### config.mk
export PLATFORM = sky130hd
export DESIGN_NAME = sys_reset_ctrl
export DESIGN_NICKNAME = d
export VERILOG_FILES = /design/src/rtl/rst_ctrl_pkg.sv /design/src/rtl/rst_sync.sv /design/src/rtl/rst_stretch.sv /design/src/rtl/rst_flags.sv /design/src/rtl/sys_reset_ctrl.sv
export SDC_FILE = /design/constraint.sdc
export NUM_CORES = 1
export LEC_CHECK = 0
export ABC_AREA = 0
export BUFFER_PORTS_ARGS = -buffer_cell sky130_fd_sc_hd__buf_2
export CORE_AREA = 3 3 40 42
export DETAILED_ROUTE_END_ITERATION = 16
export DIE_AREA = 0 0 43 45
export GPL_ROUTABILITY_DRIVEN = 0
export GPL_TIMING_DRIVEN = 1
export PLACE_DENSITY = 0.67
export REMOVE_ABC_BUFFERS = 1
export SLEW_MARGIN = 30
export SYNTH_ARGS = -nofsm -noshare
export SYNTH_HDL_FRONTEND = slang
export SYNTH_SLANG_ARGS = --single-unit
### constraint.sdc
create_clock -name clk_i -period 2.32 [get_ports clk_i]
set_clock_uncertainty 0.2 [all_clocks]
set_input_delay 0.696 -clock clk_i [delete_from_list [all_inputs] [get_ports clk_i]]
set_output_delay 0.696 -clock clk_i [all_outputs]
set_load 0.02 [all_outputs]
### src/rtl/rst_ctrl_pkg.sv
package rst_ctrl_pkg;
  localparam int NSRC     = 6;
  localparam int SRC_PIN  = 0;
  localparam int SRC_POR  = 1;
  localparam int SRC_SW   = 2;
  localparam int SRC_IWDG = 3;
  localparam int SRC_WWDG = 4;
  localparam int SRC_LP   = 5;
endpackage

### src/rtl/rst_sync.sv
module rst_sync #(
  parameter int   STAGES  = 2,
  parameter logic RST_VAL = 1'b1
) (
  input  logic clk_i,
  input  logic rst_ni,
  input  logic d_i,
  output logic q_o
);
  logic [STAGES-1:0] chain_q;

  for (genvar i = 0; i < STAGES; i++) begin : g_stage
    always_ff @(posedge clk_i or negedge rst_ni) begin
      if (!rst_ni)     chain_q[i] <= RST_VAL;
      else if (i == 0) chain_q[i] <= d_i;
      else             chain_q[i] <= chain_q[(i > 0) ? i-1 : 0];
    end
  end

  assign q_o = chain_q[STAGES-1];
endmodule

### src/rtl/rst_stretch.sv
module rst_stretch #(
  parameter int HOLD = 20
) (
  input  logic clk_i,
  input  logic rst_ni,
  input  logic trig_i,
  output logic active_o
);
  localparam int CW = $clog2(HOLD + 1);
  localparam logic [CW-1:0] HOLD_V = CW'(HOLD);

  logic [CW-1:0] cnt_q;

  // power reset loads the full hold so the core sees reset after release
  always_ff @(posedge clk_i or negedge rst_ni) begin
    if (!rst_ni)            cnt_q <= HOLD_V;
    else if (trig_i)        cnt_q <= HOLD_V;
    else if (cnt_q != '0)   cnt_q <= cnt_q - 1'b1;
  end

  assign active_o = (cnt_q != '0);
endmodule

### src/rtl/rst_flags.sv
module rst_flags #(
  parameter int N       = 6,
  parameter int POR_IDX = 1
) (
  input  logic         clk_i,
  input  logic         rst_ni,
  input  logic [N-1:0] set_i,
  input  logic         clr_i,
  output logic [N-1:0] flags_o
);
  logic [N-1:0] flags_q;

  for (genvar i = 0; i < N; i++) begin : g_flag
    localparam logic RV = (i == POR_IDX);
    always_ff @(posedge clk_i or negedge rst_ni) begin
      if (!rst_ni) flags_q[i] <= RV;
      else         flags_q[i] <= (flags_q[i] & ~clr_i) | set_i[i];
    end
  end

  assign flags_o = flags_q;
endmodule

### src/rtl/sys_reset_ctrl.sv
module sys_reset_ctrl
  import rst_ctrl_pkg::*;
#(
  parameter int HOLD_CYCLES = 20,
  parameter int SYNC_STAGES = 2
) (
  input  logic            clk_i,
  input  logic            rst_ni,
  input  logic            ext_rst_ni,
  input  logic            wwdg_expire_i,
  input  logic            iwdg_expire_i,
  input  logic            sw_rst_req_i,
  input  logic            lp_rst_req_i,
  input  logic            flag_clr_i,
  input  logic            bkp_rst_req_i,
  input  logic            sw_bkp_rst_i,
  output logic            sys_rst_o,
  output logic            bkp_rst_o,
  output logic [NSRC-1:0] status_o
);
  logic            pin_s;
  logic            pin_evt;
  logic [NSRC-1:0] evt;
  logic            any_evt;
  logic            bkp_q;

  rst_sync #(.STAGES(SYNC_STAGES), .RST_VAL(1'b1)) u_pin_sync (
    .clk_i (clk_i),
    .rst_ni(rst_ni),
    .d_i   (ext_rst_ni),
    .q_o   (pin_s)
  );

  assign pin_evt = ~pin_s;

  always_comb begin
    evt           = '0;
    evt[SRC_PIN]  = pin_evt;
    evt[SRC_SW]   = sw_rst_req_i;
    evt[SRC_IWDG] = iwdg_expire_i;
    evt[SRC_WWDG] = wwdg_expire_i;
    evt[SRC_LP]   = lp_rst_req_i;
  end

  assign any_evt = |evt;

  rst_stretch #(.HOLD(HOLD_CYCLES)) u_stretch (
    .clk_i   (clk_i),
    .rst_ni  (rst_ni),
    .trig_i  (any_evt),
    .active_o(sys_rst_o)
  );

  rst_flags #(.N(NSRC), .POR_IDX(SRC_POR)) u_flags (
    .clk_i  (clk_i),
    .rst_ni (rst_ni),
    .set_i  (evt),
    .clr_i  (flag_clr_i),
    .flags_o(status_o)
  );

  // backup domain: own request or software bit only
  always_ff @(posedge clk_i or negedge rst_ni) begin
    if (!rst_ni) bkp_q <= 1'b0;
    else         bkp_q <= bkp_rst_req_i | sw_bkp_rst_i;
  end

  assign bkp_rst_o = bkp_q;
endmodule

* After elaboration in Yosys (flattened, before gate mapping) *
Index checks and enable logic that the tools add are counted.

word-level totals
  output and inout bits = 8
  bits of input ports = 10
  word-level logic and storage cells = 30
  bits in registers = 14

operators by class
  add/sub/neg operators = 1
  reductions and logical operators = 3
  muxes and demuxes = 2
  bitwise gates (word level) = 14

operator list
  cell                 number
  $mux 5               2
  $and 1x1->1          6
  $or 1x1->1           6
  $reduce_bool 5->1    1
  $reduce_or 5->1      1
  $sub 5x1->5 const B  1
  $not 1->1            2
  $reduce_bool 2->1    1

* Logic depth before layout (Yosys ltp) *
Gate-level depths: netlist of run 1.

  word-level depth = 3
  mapped depth = 6
  gate-level depth less buffers = 5

* Cells and area by module *
From an unflattened synthesis of run 1, not the netlist that was laid out.

second synthesis, totals
  cells, all modules = 46
  area total of the unflattened synthesis = 566.8 sq um

by module, submodules not included
  module          sequential area each (sq um)  instances  cells an instance  area an instance (sq um)
  rst_stretch     127.6                         1          25                 261.5
  rst_flags       151.4                         1          13                 200.2
  rst_sync        52.6                          1          2                  52.6
  sys_reset_ctrl  25.0                          1          6                  52.6

* Worst setup path before layout of run 1 *
No wires, ideal clock.

  path kind = reg2out
  start = reg u_stretch.cnt_q[0]
  end = out sys_rst_o
  buffers on the path = 1
  cell stages (with the launch flop) = 5
  arrival = 1208 ps
  data required time = 1424 ps
  slack = 216 ps
  cells stage by stage = dfrtp_1 -> inv_1 -> ha_1 -> or4b_1 -> buf_2

between the ends
  cells in the longest elaborated chain, start to end = 1

ends and longest elaborated chain
  what                    line                  text
  start, declared         rst_stretch.sv:12     logic [CW-1:0] cnt_q;
  start signal, assigned  rst_stretch.sv:18     else if (cnt_q != '0) cnt_q <= cnt_q - 1'b1;
  $reduce_bool 5->1       rst_stretch.sv:21     assign active_o = (cnt_q != '0);
  end, declared           sys_reset_ctrl.sv:17  output logic sys_rst_o,

Every way passes these cells.

* Worst setup path after layout of run 1 *
Same ends and word-level chain as after synthesis.

==> results.md, run 1 <==
* Status: complete, but fails checks
* Failing checks: setup timing
* Unrepaired setup endpoints after global routing: yes
* CTS tree: yes
* Max Slew Vio Count at 0
* Mean Syn Cell Area at around 12 um^2
* DR WL/cell at 12.2 um
* Worst setup path class: reg -> out
* Buf/Inv on CP at 2
* Dpl hpwl at 788 um
* Synth Cell Area at 546 um^2
* Syn Inst Count at 44
* Largest net degree at the start of global routing at 15
* First-pass GRT wire length at between 1500 and 2000 um
* Hold Path Class: in -> async
* Initial Util at 42.5%
* Max_cap viols at 0
* Slew of the pin with the lowest slew margin at ~300 ps
* Largest stage delay on the critical path at 460 ps
* Layout net count at 80
* Vias per Instance at 4.87
* Starting DRT DRC Count at 6
* Die X at about 43 um
* Synth-to-Final Area Change at 34.4%
* N_diodes at 0
* Initial antenna violation count at 0
* Die footprint at about 1900 um^2
* Post-route cell area at around 730 um^2
* Crit-path cells: inv_2 > ha_4 > or4b_4 > buf_6
* DRT Pass-1 Iters at 2
* Fillcell total at 107
* Grt ovf at 0
* Layout cell share with drive strength beyond 1 at 51.5%
* Number of H-tree levels at 1
* Crit Path Max Fanout at 2
* Synth cell count leaders: dfrtp_1 (9), a21o_1 (5), dfstp_2 (5)
* Top_reg_cell synth: dfrtp_1
* Ys async rst share at 100%
* Height of the die at between 40 and 50 um
* Row cnt at 13
* Vias in the first global route at 415
* CP delay by family, top: simple AND/OR/NAND/NOR gates
* Clk slew on worst S/H paths at about 80 ps
* Via count at approximately 400
* Clock period minus worst slack at 2360 ps
* Pwr per Cell Area at 643 nW/um^2
* Number of routed nets with antenna violations at 0
* Compound-Gate Fraction of Synth Area at a little under an eighth
* Final Hold Fails at 0
* Clk sinks at 14
* Pre-CTS WS at 152 ps
* CP arrival at 1470 ps
* Yosys top cell by area: dfrtp_1
* Clk buf depth at 2
* Placed Area at 652 um^2
* Mux contribution to synthesized area at 0%
* Post-Synth Adder-Cell Area at 2.29%
* Synth Area in XOR/XNOR at 1.61%
* Total track usage at 11.3%
* Reg-to-reg slack, setup at 550 ps
* Synth Area in Simple Gates at 15.4%
* Clk_lat worst skew at 270 ps
* Worst setup margin at -41.1 ps
* Synth warn at 0
* TritonCTS buffer count at 3
* Post-synth EDFFs at 0
* CORE AREA at 1280 um^2
* Hold buffers post-CTS at 0
* FF+latch area at approximately 360 um^2
* # DRC at 0
* Critical Path RT at around 1400 ps
* Most frequent cell after synthesis: dfrtp_1
* Slowest CP cell: or4b_4
* Setup-violating endpoint count in the final report at 1
* Total wire length at 1010 um
* Final worst-path cycle share at 102%
* Startpoint types: flip-flop
* Slew margin rel. at 79.8%
* Synth cell types at 20
* Yosys top cell area share at 41.3%
* Largest family of logic cells by synthesized area: simple AND/OR/NAND/NOR gates
* F_max at 424 MHz
* Register bit count reported by yosys at 14
* VDD IR max at between 0.4 and 0.5 mV
* Synth area leaders: dfrtp_1 (41%), dfstp_2 (24%), a21o_1 (6.9%)
* Lkg Pwr at 0.000342 uW
* Port Buf Inserts at 17
* Seq/Total Area, Yosys at about two thirds
* Multi-input gate area at 185 um^2
* Clock root buffer master: clkbuf_4
* I/O pin count at 18
* Crit path capture type: output pin
[cells by family after synthesis]
kind of cell	Yosys count
AO/OA/AOI/OAI	9
XOR/XNOR	1
adder cells (fa/ha/maj)	1
buffers and inverters	5
flip-flops	14
AND/OR/NAND/NOR	14
[layer usage]
| layer | vias to the layer above | global-route usage, % | wire length, um |
|---|---|---|---|
| li1 | 194 | - | - |
| met1 | 193 | 12.5 | 421 |
| met2 | 15 | 19.8 | 522 |
| met3 | 2 | 3.19 | 58 |
| met4 | 0 | 6.02 | 11 |
| met5 | - | 0 | 0 |
[layout by cell type, fill, tap and decap left out, drive strengths merged, types with 2 or more instances in the layout]
cell type  Yosys  routed
nor2           2       2
a21o           5       5
inv            4       4
clkbuf         0       4
dfrtp          9       9
nand2b         3       3
nor2b          3       3
buf            1      21
dfstp          5       5
[state kept, by name, indices dropped and copies added (netlist names)]
register / flops
u_flags.flags_o: 6
u_stretch.cnt_q: 5
bkp_rst_o: 1
u_pin_sync.chain_q: 1
u_pin_sync.q_o: 1
[worst paths after layout]
path,from,end,cells after the start
setup / recovery,u_stretch.cnt_q[0],sys_rst_o,4
hold / removal,rst_ni,u_flags.flags_o[4],1
setup reg to reg,u_stretch.cnt_q[0],u_stretch.cnt_q[2],5
hold reg to reg,u_pin_sync.chain_q[0],u_pin_sync.q_o,0
max in group asynchronous,rst_ni,u_pin_sync.chain_q[0],1
min in group clk_i,u_pin_sync.chain_q[0],u_pin_sync.q_o,0
[power by group]
group	leakage (uW)	switching [uW]	internal (uW)
clock	0.0000210	73.1	95.3
combinational	0.000163	25.0	17.9
sequential	0.000158	4.72	255
total	0.000342	103	368
[repair_timing]
item	4_1_cts	5_1_grt
endpoints found under the hold margin	0	0
pin swaps	1	1
endpoints found under the setup margin	1	1
resized for setup	4	3
setup buffers	3	0
[worst reg2reg max path, delay by kind of cell, from the launching register on]
kind	cells	cell delay (ps)
adder cells (fa/ha/maj)	1	130
AO/OA/AOI/OAI	1	290
AND/OR/NAND/NOR	1	460
buffers and inverters	2	240
flip-flops	1	390
[through the flow]
stage / cells / hold WS (ps) / power, uW / util [%] / setup TNS (ps)
2_1_floorplan: 43 / 145 / 282 / - / 0
3_3_place_gp: 76 / 147 / 304 / 50.7 / 0
3_5_place_dp: 76 / 155 / 306 / 50.7 / 0
4_1_cts: 83 / 102 / 476 / 56.3 / -67.4
5_1_grt: 83 / 99.9 / 494 / 57.1 / -106
6_report: 83 / 99.1 / 471 / 57.1 / -41.1
[layout make-up]
| cell class | count | share of cell area [%] |
|---|---|---|
| sequential | 14 | 48.6 |
| multi-input combinational | 25 | 25.3 |
| timing repair buffer | 21 | 16.6 |
| clock buffer | 4 | 4.95 |
| tap | 15 | 2.56 |
| inverter | 4 | 2.05 |
(Power assumes the default switching activity.)
==> run 2, diff against run 1 <==
Settings changed: BUFFER_PORTS_ARGS -buffer_cell sky130_fd_sc_hd__buf_2 to default, DONT_BUFFER_PORTS from default to 1, MAX_ROUTING_LAYER from default to met4, PLACE_DENSITY 0.67 to default.
==> results.md, run 2 (synthesized netlist as in run 1, its figures left out) <==
* Status: complete, no violations
* Layout net count at 64
* CTS tree: yes
* Synth-to-Final Area Change at 19.5%
* Final worst-path cycle share at around 100%
* CORE AREA at 1280 um^2
* Setup_tns at 0 ps
* Clk sinks at 14
* Slew margin rel. at 73.5%
* Clock period minus worst slack at around 2300 ps
* Max reg flops at 6
* Initial antenna violation count at 0
* Die X at 43 um
* Max Slew Vio Count at 0
* DRT Pass-1 Iters at 2
* Most frequent cells in the layout: dfrtp_1 (9), a21o_1 (5), dfstp_2 (5)
* TritonCTS buffer count at 3
* Crit path capture type: output pin
* Commonest non-fill, non-tap cell in the layout: dfrtp_1
* Worst setup path class: reg -> out
* Total track usage at 12.5%
* Number of H-tree levels at 1
* FF-to-FF Start: u_stretch.cnt_q[1]
* Startpoint types: flip-flop
* VDD IR max at 0.410 mV
* Largest net degree at the start of global routing at 10
* Crit Path Max Fanout at 5
* Reg-to-reg slack, setup at 590 ps
* CP arrival at 1400 ps
* Post-route cell area at ~650 um^2
* Initial Util at 42.5%
* Clk_lat worst skew at 270 ps
* Via count at 339
* DR WL/cell at 16.0 um
* Total power at 454 uW
* Port Buf Inserts at 0
* First-pass GRT wire length at ~1700 um
* Clk slew on worst S/H paths at 80 ps
* Final core occ at about 51%
* Placed Area at 559 um^2
* N_diodes at 0
* I/O pin count at 18
* FF-to-FF End: u_stretch.cnt_q[2]
* Dpl hpwl at 773 um
* Number of routed nets with antenna violations at 0
* Setup-violating endpoint count in the final report at 0
* Max_cap viols at 0
* Clk buf depth at 2
* Total wire length at 1070 um
* Row cnt at 13
* Unrepaired setup endpoints after global routing: yes
* # DRC at 0
* Die footprint at 1940 um^2
* Starting DRT DRC Count at 1
* Clock root buffer master: clkbuf_4
* Grt ovf at 0
* Slew of the pin with the lowest slew margin at 397 ps
* Lkg Pwr at 0.000280 uW
* Vias in the first global route at ~370
* Pwr per Cell Area at roughly 700 nW/um^2
* Height of the die at 45 um
* Layout cell share with drive strength beyond 1 at 34.6%
* F_max at 435 MHz
* R2R depth at 4
* Final Hold Fails at 0
* Hold Path Class: in -> async
* Vias per Instance at 5.06
* Critical Path RT at 1420 ps
[run 2: cell types whose count changed in the layout (fill, tap and decap cells not counted)]
cell	previous run	this run
buf_2	16	0
buf_6	1	0
dlygate4sd3_1	0	1
[run 2: timing repair]
item	4_1_cts	5_1_grt
buffers inserted	3	1
endpoints found under the setup margin	1	1
gates resized for setup	5	0
pin swaps	1	1
hold buffers	1	0
hold endpoints to repair	9	0
[run 2: worst max path at each step]
stage                             startpoint        end  slack, ps
after CTS                 u_stretch.cnt_q[1]  sys_rst_o         -5
after detailed placement  u_stretch.cnt_q[0]  sys_rst_o        110
after global routing      u_stretch.cnt_q[1]  sys_rst_o        -40
after global placement    u_stretch.cnt_q[0]  sys_rst_o        180
final                     u_stretch.cnt_q[1]  sys_rst_o         20
after floorplan           u_stretch.cnt_q[0]  sys_rst_o        200
[run 2: cell type report]
cell class	count	area, um^2
clock buffers	4	36.3
fillers	124	633
inverters	4	15.0
multi-input cells	25	185
flip-flops and latches	14	357
well taps	15	18.8
repair buffers	5	40.0
[run 2: where the power goes]
part / total, uW / leakage, uW / switching (uW) / internal, uW
logic: 18.5 / 0.000101 / 8.89 / 9.65
clock network: 166 / 0.0000210 / 70.6 / 95.2
registers: 270 / 0.000158 / 14.8 / 255
total: 454 / 0.000280 / 94.2 / 360
[run 2: metal layers]
layer / vias to the layer above / share of wire (%) / routed length, um / track usage [%]
met5: - / 0 / 0 / -
met4: 0 / 0 / 0 / 3.61
met3: 0 / 9.1 / 98 / 3.19
met2: 14 / 55 / 592 / 22.2
met1: 163 / 36 / 382 / 13.9
li1: 162 / - / - / -
[run 2: critical path, cell delays in order, from the launching register on]
cell     delay, ps
dfrtp_1        400
inv_2           70
ha_4           120
or4b_4         540
[run 2: through the flow]
stage	hold WS, ps	instances	worst slack, ps
CTS	47.9	66	-4.81
global placement	148	58	183
floorplan	145	43	202
finish	60.7	67	23.6
detailed placement	153	58	109
global route	27.1	67	-40.4
==> run 3, diff against run 2 <==
Settings changed: SYNTH_HIERARCHICAL from default to 1.
==> results.md, run 3 <==
* Post-synth EDFFs at 0
* Synth cell types at 20
* Clk_lat worst skew at about 260 ps
* Status: complete, but fails checks
* CTS tree: yes
* Most frequent cells in the layout: dfrtp_1 (9), a21o_1 (7), inv_1 (5), dfstp_2 (5)
* Dpl hpwl at between 800 and 900 um
* Hold Path Class: in -> async
* Final Hold Fails at 0
* Worst setup path class: reg -> out
* DRT Pass-1 Iters at 4
* Synth Area in Simple Gates at ~11%
* Synth Area in XOR/XNOR at under 10%
* Via count at 373
* Clock period minus worst slack at 2330 ps
* Reg-to-reg slack, setup at 610 ps
* Crit Path Max Fanout at 5
* Final core occ at 49.5%
* I/O pin count at 18
* Clk slew on worst S/H paths at about 80 ps
* Height of the die at 45 um
* Max_cap viols at 0
* Vias per Instance at about 5.5
* Synth area leaders: dfrtp_1 (40%), dfstp_2 (23%), a21o_1 (9.3%)
* Initial antenna violation count at 0
* CP arrival at 1430 ps
* Yosys top cell area share at 39.7%
* Layout net count at 65
* Vias in the first global route at 418
* Mean Syn Cell Area at approximately 12 um^2
* Row cnt at 13
* Starting DRT DRC Count at 7
* Total track usage at about an eighth
* # DRC at 0
* F_max at ~430 MHz
* Total wire length at between 1000 and 1500 um
* Mux contribution to synthesized area at 0%
* Final worst-path cycle share at 100%
* Clk buf depth at 2
* Pwr per Cell Area at 676 nW/um^2
* Max reg flops at 6
* Die X at 43 um
* R2R depth at 5
* Number of H-tree levels at 1
* Clk sinks at 14
* Layout cell share with drive strength beyond 1 at approximately a third
* Die footprint at 1940 um^2
* Syn Inst Count at 46
* CORE AREA at 1280 um^2
* Worst setup margin at -8.02 ps
* Top_reg_cell synth: dfrtp_1
* Most frequent cell after synthesis: dfrtp_1
* Port Buf Inserts at 0
* Commonest non-fill, non-tap cell in the layout: dfrtp_1
* Compound-Gate Fraction of Synth Area at 15.7%
* Lkg Pwr at 0.000303 uW
* First-pass GRT wire length at 1680 um
* FF-to-FF Start: u_stretch/cnt_q[1]
* TritonCTS buffer count at 3
* Synth warn at 6
* Synth cell count leaders: dfrtp_1 (9), a21o_1 (7), dfstp_2 (5), inv_1 (5), nor2_1 (3)
* VDD IR max at 0.314 mV
* Critical Path RT at 1420 ps
* Grt ovf at 0
* Synth Cell Area at 567 um^2
* Clock root buffer master: clkbuf_4
* Unrepaired setup endpoints after global routing: yes
* Setup-violating endpoint count in the final report at 1
* Total power at 430 uW
* Post-Synth Adder-Cell Area at around 2.2%
* Yosys top cell by area: dfrtp_1
* Setup_tns at -8.02 ps
* Seq/Total Area, Yosys at 62.9%
* Largest net degree at the start of global routing at 10
* Synth-to-Final Area Change at 12.1%
* Pre-CTS WS at approximately 200 ps
* Register bit count reported by yosys at 14
* Number of routed nets with antenna violations at 0
* FF-to-FF End: u_stretch/cnt_q[0]
* Startpoint types: flip-flop
* Ys async rst share at 100%
* Initial Util at between 40% and 50%
* Crit path capture type: output pin
* Failing checks: setup timing
* DR WL/cell at 15.0 um
* Max Slew Vio Count at 0
* Largest family of logic cells by synthesized area: compound AO/OA/AOI/OAI gates
* N_diodes at 0
[run 3: cell types whose count changed in the layout (fill, tap and decap cells not counted), moves of 2 or more]
cell,delta
nor2b_1,-3
inv_1,+3
nand2b_1,-3
a21o_1,+2
[run 3: area by class of cell]
type	instances	area [um^2]
inverter	6	22.5
multi-input combinational	25	179
sequential	14	357
fill	117	649
timing repair buffer	4	32.5
tap	15	18.8
clock buffer	4	26.3
[run 3: kinds of logic after synthesis]
kind of cell             after synthesis
flip-flops                            14
AO/OA/AOI/OAI                         12
AND/OR/NAND/NOR                       10
buffers and inverters                  7
XOR/XNOR                               1
adder cells (fa/ha/maj)                1
other                                  1
[run 3: timing repair]
action	4_1_cts	5_1_grt
hold endpoints to repair	9	0
hold buffers	1	0
gates resized for setup	1	0
setup endpoints to repair	1	1
pin swaps	1	0
buffers inserted	3	0
[run 3: worst max path at each step]
stage	from	slack, ps	cells after the start	endpoint
detailed placement	u_stretch/cnt_q[0]	200	3	sys_rst_o
global route	u_stretch/cnt_q[0]	-80	3	sys_rst_o
finish	u_stretch/cnt_q[1]	-8	3	sys_rst_o
CTS	u_stretch/cnt_q[0]	-30	3	sys_rst_o
global placement	u_stretch/cnt_q[0]	260	3	sys_rst_o
floorplan	u_stretch/cnt_q[0]	280	3	sys_rst_o
[run 3: report_power, final]
part / leakage (uW) / total, uW / switching, uW / internal, uW
Sequential: 0.000158 / 274 / 17.0 / 257
Combinational: 0.000130 / 20.6 / 10.2 / 10.4
Clock: 0.0000150 / 135 / 68.4 / 66.4
Total: 0.000303 / 430 / 95.5 / 334
[run 3: worst max-delay path: stages (launching register included)]
cell and delay [ps]:
dfrtp_1 380, inv_1 70, ha_2 170, or4b_4 540
[run 3: per-layer routing]
layer | share of wire (%) | track usage (%)
met5 | 0 | -
met4 | 1.5 | 8.43
met3 | 7.0 | 4.38
met2 | 55 | 21.9
met1 | 36 | 11.5
[run 3: stage by stage]
| stage | area (um^2) | hold slack [ps] | cells |
|---|---|---|---|
| floorplan | 556 | 145 | 45 |
| global placement | 574 | 148 | 60 |
| detailed placement | 574 | 155 | 60 |
| CTS | 636 | 54.9 | 68 |
| global route | 636 | 31.4 | 68 |
| finish | 636 | 62.7 | 68 |
